$ cat config.mk
export PLATFORM = sky130hd
export DESIGN_NAME = audio_clk_div
export DESIGN_NICKNAME = d
export VERILOG_FILES = /design/src/rtl/aclk_pkg.sv /design/src/rtl/aclk_code_map.sv /design/src/rtl/aclk_div_unit.sv /design/src/rtl/audio_clk_div.sv
export SDC_FILE = /design/constraint.sdc
export NUM_CORES = 1
export LEC_CHECK = 0
export BUFFER_PORTS_ARGS = -buffer_cell sky130_fd_sc_hd__buf_4
export CAP_MARGIN = 20
export CORE_ASPECT_RATIO = 0.8
export CORE_MARGIN = 2
export CORE_UTILIZATION = 47
export CTS_BUF_LIST = sky130_fd_sc_hd__clkbuf_16
export DETAILED_ROUTE_END_ITERATION = 6
export PLACE_DENSITY = 0.68
export SYNTH_ARGS = -nofsm -noshare
export SYNTH_HDL_FRONTEND = slang
export SYNTH_SLANG_ARGS = --single-unit
$ cat constraint.sdc
create_clock -name clk_i -period 3 [get_ports clk_i]
set_clock_uncertainty 0.15 [all_clocks]
set_input_delay 0.15 -clock clk_i [delete_from_list [all_inputs] [get_ports clk_i]]
set_output_delay 0.15 -clock clk_i [all_outputs]
set_load 0.05 [all_outputs]
$ cat src/rtl/aclk_pkg.sv
package aclk_pkg;

    localparam int CODE_W  = 4;
    localparam int RATIO_W = 8;
    localparam int HALF_W  = RATIO_W - 1;
    localparam int CFG_W   = 2 * CODE_W + 1;
    localparam int CODE_TOP = (1 << CODE_W) - 1;

    typedef struct packed {
        logic              run;
        logic              pass;
        logic              level;
        logic              tick;
        logic [HALF_W-1:0] half;
        logic [HALF_W-1:0] cnt;
    } div_state_t;

    typedef struct packed {
        logic err;
    } top_state_t;

    // Wide ratio table; index 0 carries no ratio and returns zero.
    function automatic logic [RATIO_W-1:0] code_ratio(input logic [CODE_W-1:0] code);
        logic [RATIO_W-1:0] r;
        case (code)
            4'd1:    r = 8'd1;
            4'd2:    r = 8'd2;
            4'd3:    r = 8'd4;
            4'd4:    r = 8'd6;
            4'd5:    r = 8'd8;
            4'd6:    r = 8'd12;
            4'd7:    r = 8'd16;
            4'd8:    r = 8'd24;
            4'd9:    r = 8'd32;
            4'd10:   r = 8'd48;
            4'd11:   r = 8'd64;
            4'd12:   r = 8'd96;
            4'd13:   r = 8'd128;
            4'd14:   r = 8'd176;
            4'd15:   r = 8'd192;
            default: r = 8'd0;
        endcase
        return r;
    endfunction

endpackage

$ cat src/rtl/aclk_code_map.sv
module aclk_code_map
    import aclk_pkg::*;
#(
    parameter int SHIFT    = 0,
    parameter int CODE_LIM = CODE_TOP
) (
    input  logic [CODE_W-1:0] code_i,
    output logic              ok_o,
    output logic              pass_o,
    output logic [HALF_W-1:0] half_o
);

    localparam int EXT_W = CODE_W + 1;

    logic [EXT_W-1:0]   eff;
    logic [RATIO_W-1:0] ratio;
    logic               in_range;

    always_comb begin
        eff      = EXT_W'(code_i) + EXT_W'(SHIFT);
        in_range = (int'(code_i) <= CODE_LIM) && (int'(eff) <= CODE_TOP);
        ratio    = in_range ? code_ratio(eff[CODE_W-1:0]) : '0;
        ok_o     = (ratio != '0);
        pass_o   = (ratio == RATIO_W'(1));
        half_o   = ratio[RATIO_W-1:1];
    end

endmodule

$ cat src/rtl/aclk_div_unit.sv
module aclk_div_unit
    import aclk_pkg::*;
(
    input  logic              clk_i,
    input  logic              rst_ni,
    input  logic              go_i,
    input  logic              pass_i,
    input  logic [HALF_W-1:0] half_i,
    output logic              clk_o,
    output logic              tick_o,
    output logic              pass_o
);

    div_state_t st_d, st_q;
    logic       last_cnt;
    logic       rise_pt;

    always_comb begin
        st_d      = st_q;
        st_d.tick = 1'b0;
        last_cnt  = (st_q.cnt == (st_q.half - HALF_W'(1)));
        rise_pt   = !st_q.run || st_q.pass || (last_cnt && !st_q.level);

        if (rise_pt) begin
            // Boundary where the next high phase would begin: reload here.
            st_d.cnt = '0;
            if (go_i) begin
                st_d.run   = 1'b1;
                st_d.pass  = pass_i;
                st_d.half  = half_i;
                st_d.level = 1'b1;
                st_d.tick  = 1'b1;
            end else begin
                st_d.run   = 1'b0;
                st_d.pass  = 1'b0;
                st_d.level = 1'b0;
            end
        end else if (last_cnt) begin
            st_d.level = 1'b0;
            st_d.cnt   = '0;
        end else begin
            st_d.cnt = st_q.cnt + HALF_W'(1);
        end
    end

    always_ff @(posedge clk_i) begin
        if (!rst_ni) begin
            st_q <= '0;
        end else begin
            st_q <= st_d;
        end
    end

    assign pass_o = st_q.run && st_q.pass;
    assign clk_o  = pass_o ? clk_i : st_q.level;
    assign tick_o = st_q.tick;

endmodule

$ cat src/rtl/audio_clk_div.sv
module audio_clk_div
    import aclk_pkg::*;
#(
    parameter bit NARROW = 1'b0
) (
    input  logic             clk_i,
    input  logic             rst_ni,
    input  logic [CFG_W-1:0] div_cfg_i,
    output logic             mclk_o,
    output logic             bclk_o,
    output logic             bclk_tick_o,
    output logic             cfg_err_o
);

    localparam int MCLK_SHIFT = NARROW ? 1 : 0;
    localparam int MCLK_LIM   = NARROW ? 7 : CODE_TOP;
    localparam int BCLK_SHIFT = NARROW ? 2 : 0;
    localparam int BCLK_LIM   = NARROW ? 5 : CODE_TOP;
    localparam int EN_BIT     = CFG_W - 1;

    logic [CODE_W-1:0] mclk_code, bclk_code;
    logic              mclk_ok, mclk_pass_sel, bclk_ok, bclk_pass_sel;
    logic [HALF_W-1:0] mclk_half, bclk_half;
    logic              mclk_pass, bclk_pass;
    logic              mclk_tick_unused;
    top_state_t        ts_d, ts_q;

    assign mclk_code = div_cfg_i[CODE_W-1:0];
    assign bclk_code = div_cfg_i[2*CODE_W-1:CODE_W];

    aclk_code_map #(.SHIFT(MCLK_SHIFT), .CODE_LIM(MCLK_LIM)) u_mclk_map (
        .code_i (mclk_code),
        .ok_o   (mclk_ok),
        .pass_o (mclk_pass_sel),
        .half_o (mclk_half)
    );

    aclk_code_map #(.SHIFT(BCLK_SHIFT), .CODE_LIM(BCLK_LIM)) u_bclk_map (
        .code_i (bclk_code),
        .ok_o   (bclk_ok),
        .pass_o (bclk_pass_sel),
        .half_o (bclk_half)
    );

    aclk_div_unit u_mclk_div (
        .clk_i  (clk_i),
        .rst_ni (rst_ni),
        .go_i   (mclk_ok && div_cfg_i[EN_BIT]),
        .pass_i (mclk_pass_sel),
        .half_i (mclk_half),
        .clk_o  (mclk_o),
        .tick_o (mclk_tick_unused),
        .pass_o (mclk_pass)
    );

    aclk_div_unit u_bclk_div (
        .clk_i  (clk_i),
        .rst_ni (rst_ni),
        .go_i   (bclk_ok),
        .pass_i (bclk_pass_sel),
        .half_i (bclk_half),
        .clk_o  (bclk_o),
        .tick_o (bclk_tick_o),
        .pass_o (bclk_pass)
    );

    always_comb begin
        ts_d     = ts_q;
        ts_d.err = !mclk_ok || !bclk_ok;
    end

    always_ff @(posedge clk_i) begin
        if (!rst_ni) begin
            ts_q <= '0;
        end else begin
            ts_q <= ts_d;
        end
    end

    assign cfg_err_o = ts_q.err;

endmodule

==> flow_metrics.env, run 1 <==
export IMPL_drt_first_iter_violations=175
export IMPL_drcViolationCount=0
export IMPL_grt_pass1_wl_mm=9.92
export IMPL_areaGrowthSynthToFinish_pct=15.5
export IMPL_wirelength_mm=5.69
export IMPL_drv_cap=0
export IMPL_post_dp_hpwl_mm=4.06
export IMPL_tightestPinTransition_ns=0.625
export IMPL_drive_gt1_share_pct=13.5
export IMPL_seq_area_frac_synth_pct=27.6
export IMPL_r2r_start="u_mclk_div.st_q[8]"
export IMPL_grt_pass1_vias=2168
export IMPL_setup_ws_ns=0.269
export IMPL_cp_startpoint="u_mclk_div.st_q[8]"
export IMPL_route_detailed_wl_per_inst_um=14.0
export IMPL_ys_ff_latch=36
export IMPL_syn_inst=329
export IMPL_synth_area_per_cell_um2=7.93
export IMPL_nFillCells=496
export IMPL_ff2ff_path_depth=8
export IMPL_tns_ns=0
export IMPL_hold_ws_ns=0.0361
export IMPL_synth_warning_count=0
export IMPL_clk_pin_slew_worst_paths_ns=0.05
export IMPL_grt_ovfl_total=0
export IMPL_die_w_um=87.3
export IMPL_die_area_mm2=0.00616
export IMPL_final_nets=367
export IMPL_crit_path_end_kind="flop"
export IMPL_layout_min_cycle_time_ns=2.73
export IMPL_hold_depth=4
export IMPL_endpoint="u_mclk_div.st_q[13]"
export IMPL_synth_flop_cell="dfxtp_1"
export IMPL_r2r_end="u_mclk_div.st_q[13]"
export IMPL_ys_types=54
export IMPL_leakage_nw=1.17
export IMPL_fp_dieH_um=70.6
export IMPL_grt_max_degree=42
export IMPL_required_ns=3.12
export IMPL_path_class="flop to flop"
export IMPL_seqCellArea_um2=721
export IMPL_tritoncts="yes"
export IMPL_status="finished clean"
export IMPL_port_buffers=14
export IMPL_post_route_period_util_pct=91.0
export IMPL_viasPerCell=5.85
export IMPL_fp_row_count=24
export IMPL_cp_data_arrival_time_ns=2.85
export IMPL_setup_viol=0
export IMPL_multiInputGateArea_mm2=0.00171
export IMPL_finalHoldViolations=0
export IMPL_clkLatencyLatePin_ns=0.38
export IMPL_powerDensity_mw_per_mm2=509
export IMPL_grt_usage_pct=20.3
export IMPL_drv_slew=0
export IMPL_peakVddDrop_uv=227
export IMPL_cpPeakStageDelay_ns=0.46
export IMPL_start_kind="flop"
export IMPL_vias=2371
export IMPL_synthArstFlopShare_pct=0
export IMPL_rsz0062_at_grt="false"
export IMPL_synth_fp_nets=354
export IMPL_core_mm2=0.00541
export IMPL_antenna_found_initial=0
export IMPL_n_antenna_cell=0
export IMPL_drtAntennaViolNets=0
export IMPL_synth_edf_count=0
export IMPL_crit_slowest_cell="dfxtp_1"
export IMPL_ios=15
export IMPL_pre_cts_ws_ns=0.325
export IMPL_fmax_mhz=366
export IMPL_drtPass1Iterations=5
export IMPL_globalplace_congestion=0.827
export IMPL_crit_path_cell_trace="inv_1, ha_1, o21ba_1, a221o_1, a2111oi_2, o31ai_2, buf_4, o311ai_0"
export IMPL_r2r_slack_ns=0.27
export IMPL_slew_headroom_pct=58.1
export IMPL_hold_path_class="input pin to flop"
export IMPL_start_util_pct=48.2
export IMPL_syn_area_mm2=0.00261
export IMPL_path_max_fanout=9
## worst max-delay path, delay by kind of cell (launching register included)
kind	cells	cell delay [ns]
adders and majority gates	1	0.27
DFF	1	0.46
buffers and inverters	2	0.28
AOI/OAI and AO/OA	5	1.45
## layout make-up
type,instances,area share [%]
Timing Repair Buffer,24,6.23
Multi-Input combinational cell,249,56.7
Inverter,20,2.49
Tap cell,65,2.70
Sequential cell,36,23.9
Clock buffer,11,7.98
## metrics by stage
step / cells / total power, mW / utilization, % / cell area (um2)
2_1_floorplan: 329 / 0.732 / - / 2610
3_3_place_gp: 393 / 0.795 / 51.0 / 2760
3_5_place_dp: 393 / 0.799 / 51.0 / 2760
4_1_cts: 405 / 1.54 / 55.7 / 3010
5_1_grt: 405 / 1.61 / 55.7 / 3010
6_report: 405 / 1.53 / 55.7 / 3010
## synth_stat cells (all sizes together) (2+ instances only)
cell type  number  share of area, %
a211oi          6               1.7
a21boi          4               1.2
a21oi           6               1.3
a31oi           5               1.2
a32oi           8               2.7
and3            4              0.96
buf             9               1.9
clkbuf         15               2.2
dfxtp          36                28
ha             14               6.7
inv            19               2.7
mux2            3               1.3
mux2i           5               1.9
nand2          23               3.3
nand2b          9               2.2
nand3          23               4.4
nand4           9               2.2
nand4b          3               1.0
nor2           34               4.9
nor2b           4              0.96
nor3            6               1.2
nor4            3              0.72
nor4b           2              0.67
o211ai          8               2.3
o21ai          10               1.9
o21ba           3               1.2
o22ai           6               1.4
o311ai          4               1.3
o31ai           3               1.1
or3             4               1.2
xnor2          13               4.4
xor2           13               4.4
## worst min-delay path by stage
stage,slack (ns),end,start
2_1_floorplan,0.17,u_mclk_div.st_q[7],div_cfg_i[8]
3_3_place_gp,0.30,mclk_o,clk_i
3_5_place_dp,0.30,mclk_o,clk_i
4_1_cts,0.03,u_bclk_div.st_q[11],div_cfg_i[4]
5_1_grt,0.06,u_bclk_div.st_q[16],div_cfg_i[7]
6_report,0.04,u_bclk_div.st_q[11],div_cfg_i[4]
## state kept, by name (all words and copies together), names as in the netlist
| register | flops |
|---|---|
| u_bclk_div.tick_o | 1 |
| u_bclk_div.st_q | 17 |
| cfg_err_o | 1 |
| u_mclk_div.st_q | 17 |
## layer usage
layer | up-vias | GRT usage (%) | part of all wire [%]
met4 | 0 | 9.57 | 2.1
met1 | 1078 | 28.1 | 51
met3 | 13 | 6.18 | 4.3
met2 | 67 | 28.6 | 43
met5 | - | 0 | 0
li1 | 1213 | - | -
## kinds of logic after synthesis
kind of cell / count (synthesis) / share of synthesized area (%)
simple gates: 128 / 24.8
fa+ha+maj: 14 / 6.72
flops: 36 / 27.6
compound gates: 72 / 21.1
mux: 9 / 4.08
xor+xnor: 26 / 8.73
buf+inv: 44 / 6.96
## repair_timing
action,in CTS,in global routing
setup buffers,0,0
hold buffers,3,0
endpoints found under the hold margin,2,0
gates resized for setup,0,0
## layout by cell type, fill, tap and decap left out, types with 4 or more instances in the layout
cell / instances
nand2_1: 23
a21oi_1: 5
xnor2_1: 13
o22ai_1: 6
xor2_1: 13
o21ai_0: 9
clkbuf_16: 9
inv_1: 19
nand2b_1: 9
a211oi_1: 6
dfxtp_1: 36
mux2i_1: 5
a32oi_1: 8
ha_1: 14
nor3_1: 6
nor2_1: 34
buf_4: 23
nor2b_1: 4
a21boi_0: 4
nand4_1: 9
and3_1: 4
a31oi_1: 5
o211ai_1: 8
nand3_1: 23
## power by group
part,switching [mW],internal [mW]
Clock,0.228,0.525
Combinational,0.146,0.107
Sequential,0.0241,0.501
(Power assumes the default switching activity.)
==> run 2, diff against run 1 <==
--- a/config.mk
+++ b/config.mk
@@ -12,7 +12,8 @@
 export CORE_UTILIZATION = 47
 export CTS_BUF_LIST = sky130_fd_sc_hd__clkbuf_16
 export DETAILED_ROUTE_END_ITERATION = 6
-export PLACE_DENSITY = 0.68
+export PLACE_DENSITY = 0.6
+export SKIP_CTS_REPAIR_TIMING = 1
 export SYNTH_ARGS = -nofsm -noshare
 export SYNTH_HDL_FRONTEND = slang
 export SYNTH_SLANG_ARGS = --single-unit
==> run 2 against run 1 <==
Compared with the run above: fmax down 0.20%; register-to-register slack is essentially flat; critical path depth did not move; final cell count stayed put; power grew 7.0%; combinational power is 2% lower; die area did not move; critical path type unchanged; largest cell class unchanged; largest power group unchanged.
==> flow_metrics.env, run 2 (same netlist as run 1, synthesis figures left out) <==
export IMPL_layout_common_cells="36 x dfxtp_1, 34 x nor2_1, 23 x nand2_1, 23 x nand3_1"
export IMPL_drtAntennaViolNets=0
export IMPL_start_kind="flop"
export IMPL_met2_usage_pct=27.6
export IMPL_netSwitchingFraction_pct=25.3
export IMPL_r2r_start="u_mclk_div.st_q[8]"
export IMPL_pwr_share_clk_pct=52.8
export IMPL_n_antenna_cell=0
export IMPL_final_common_cell="dfxtp_1"
export IMPL_crit_path_cell_trace="inv_1, ha_1, o21ba_1, a221o_1, a2111oi_2, o31ai_2, a21o_1, a211oi_1"
export IMPL_die_w_um=87.3
export IMPL_multiInputGateArea_mm2=0.00171
export IMPL_finalHoldViolations=0
export IMPL_areaGrowthSynthToFinish_pct=16.1
export IMPL_nFillCells=492
export IMPL_cpPeakStageDelay_ns=0.47
export IMPL_drt_first_iter_violations=137
export IMPL_rsz0062_at_grt="false"
export IMPL_design_area_mm2=0.00303
export IMPL_tightestPinTransition_ns=0.912
export IMPL_cp_startpoint="u_mclk_div.st_q[8]"
export IMPL_powerDensity_mw_per_mm2=541
export IMPL_final_nets=364
export IMPL_clk_pin_slew_worst_paths_ns=0.06
export IMPL_layout_min_cycle_time_ns=2.74
export IMPL_fp_dieH_um=70.6
export IMPL_drive_gt1_share_pct=13.2
export IMPL_grt_max_degree=42
export IMPL_hp_start="div_cfg_i[4]"
export IMPL_setup_viol=0
export IMPL_ios=15
export IMPL_post_dp_hpwl_mm=3.87
export IMPL_route_detailed_wl_per_inst_um=13.7
export IMPL_grt_ovfl_total=0
export IMPL_path_max_fanout=14
export IMPL_peakVddDrop_uv=240
export IMPL_leakage_nw=1.18
export IMPL_grt_util_met1_pct=28.5
export IMPL_wirelength_mm=5.57
export IMPL_path_class="flop to flop"
export IMPL_p_switching_mw=0.414
export IMPL_vias=2294
export IMPL_fmax_mhz=365
export IMPL_placed_area_mm2=0.00273
export IMPL_top_regs="u_bclk_div.st_q: 17 flops, u_mclk_div.st_q: 17 flops"
export IMPL_p_int_mw=1.22
export IMPL_p_comb_share_pct=15.1
export IMPL_post_route_period_util_pct=91.2
export IMPL_clkLatencyLatePin_ns=0.39
export IMPL_grt_pass1_wl_mm=9.87
export IMPL_port_buffers=14
export IMPL_core_mm2=0.00541
export IMPL_slew_headroom_pct=38.8
export IMPL_cp_data_arrival_time_ns=2.89
export IMPL_drv_cap=0
export IMPL_hold_path_class="input pin to flop"
export IMPL_status="finished clean"
export IMPL_seqCellArea_um2=721
export IMPL_globalplace_congestion=0.784
export IMPL_antenna_found_initial=0
export IMPL_grt_busiest_layer="met1"
export IMPL_crit_slowest_cell="dfxtp_1"
export IMPL_tritoncts="yes"
export IMPL_use_met3_pct=6.53
export IMPL_grt_pass1_vias=2136
export IMPL_start_util_pct=48.2
export IMPL_required_ns=3.16
export IMPL_crit_path_end_kind="flop"
export IMPL_drv_slew=0
export IMPL_viasPerCell=5.66
export IMPL_seqPwrFrac_pct=32.1
export IMPL_drtPass1Iterations=4
export IMPL_tns_ns=0
export IMPL_grt_usage_pct=20.1
export IMPL_die_area_mm2=0.00616
export IMPL_fp_row_count=24
export IMPL_drcViolationCount=0
==> run 2: worst max-delay path, delay by kind of cell (launching register included) <==
| family | cells | cell delay, ns |
|---|---|---|
| compound gates | 6 | 1.67 |
| flops | 1 | 0.47 |
| fa+ha+maj | 1 | 0.26 |
| buf+inv | 1 | 0.07 |
==> run 2: routing by layer <==
metal / vias up / wire length [um]
li1: 1204 / -
met1: 1045 / 3020
met2: 40 / 2290
met3: 5 / 193
met4: 0 / 60
met5: - / 0
==> run 2: final timing paths <==
check	to	slack, ns	cells after the start
max reg2reg	u_mclk_div.st_q[9]	0.26	8
min reg2reg	u_mclk_div.st_q[0]	0.32	1
min	u_bclk_div.st_q[11]	0.02	4
max	u_mclk_div.st_q[9]	0.26	8
==> run 2: power by group through the flow <==
stage,sequential (mW),clock (mW),combinational (mW)
6_report,0.526,0.864,0.248
5_1_grt,0.529,0.921,0.279
3_3_place_gp,0.535,0.0168,0.243
4_1_cts,0.525,0.883,0.245
3_5_place_dp,0.535,0.0168,0.243
2_1_floorplan,0.535,0.0131,0.184
==> run 2: final cells by class <==
type                    count  area share [%]
inverters                  20            2.48
multi-input cells         249            56.3
flip-flops and latches     36            23.8
repair buffers             21            5.46
clock buffers              11            7.94
clock inverters             3            1.28
well taps                  65            2.69
==> run 2: through the flow <==
step	power [mW]	hold WS, ns	worst slack, ns	cells	utilization [%]
finish	1.64	0.0223	0.264	405	56.0
global route	1.73	0.0655	0.0893	405	56.0
CTS	1.65	-0.0650	0.269	402	55.4
detailed placement	0.795	0.298	0.284	390	50.6
global placement	0.795	0.298	0.340	390	50.6
floorplan	0.732	0.172	0.373	329	-
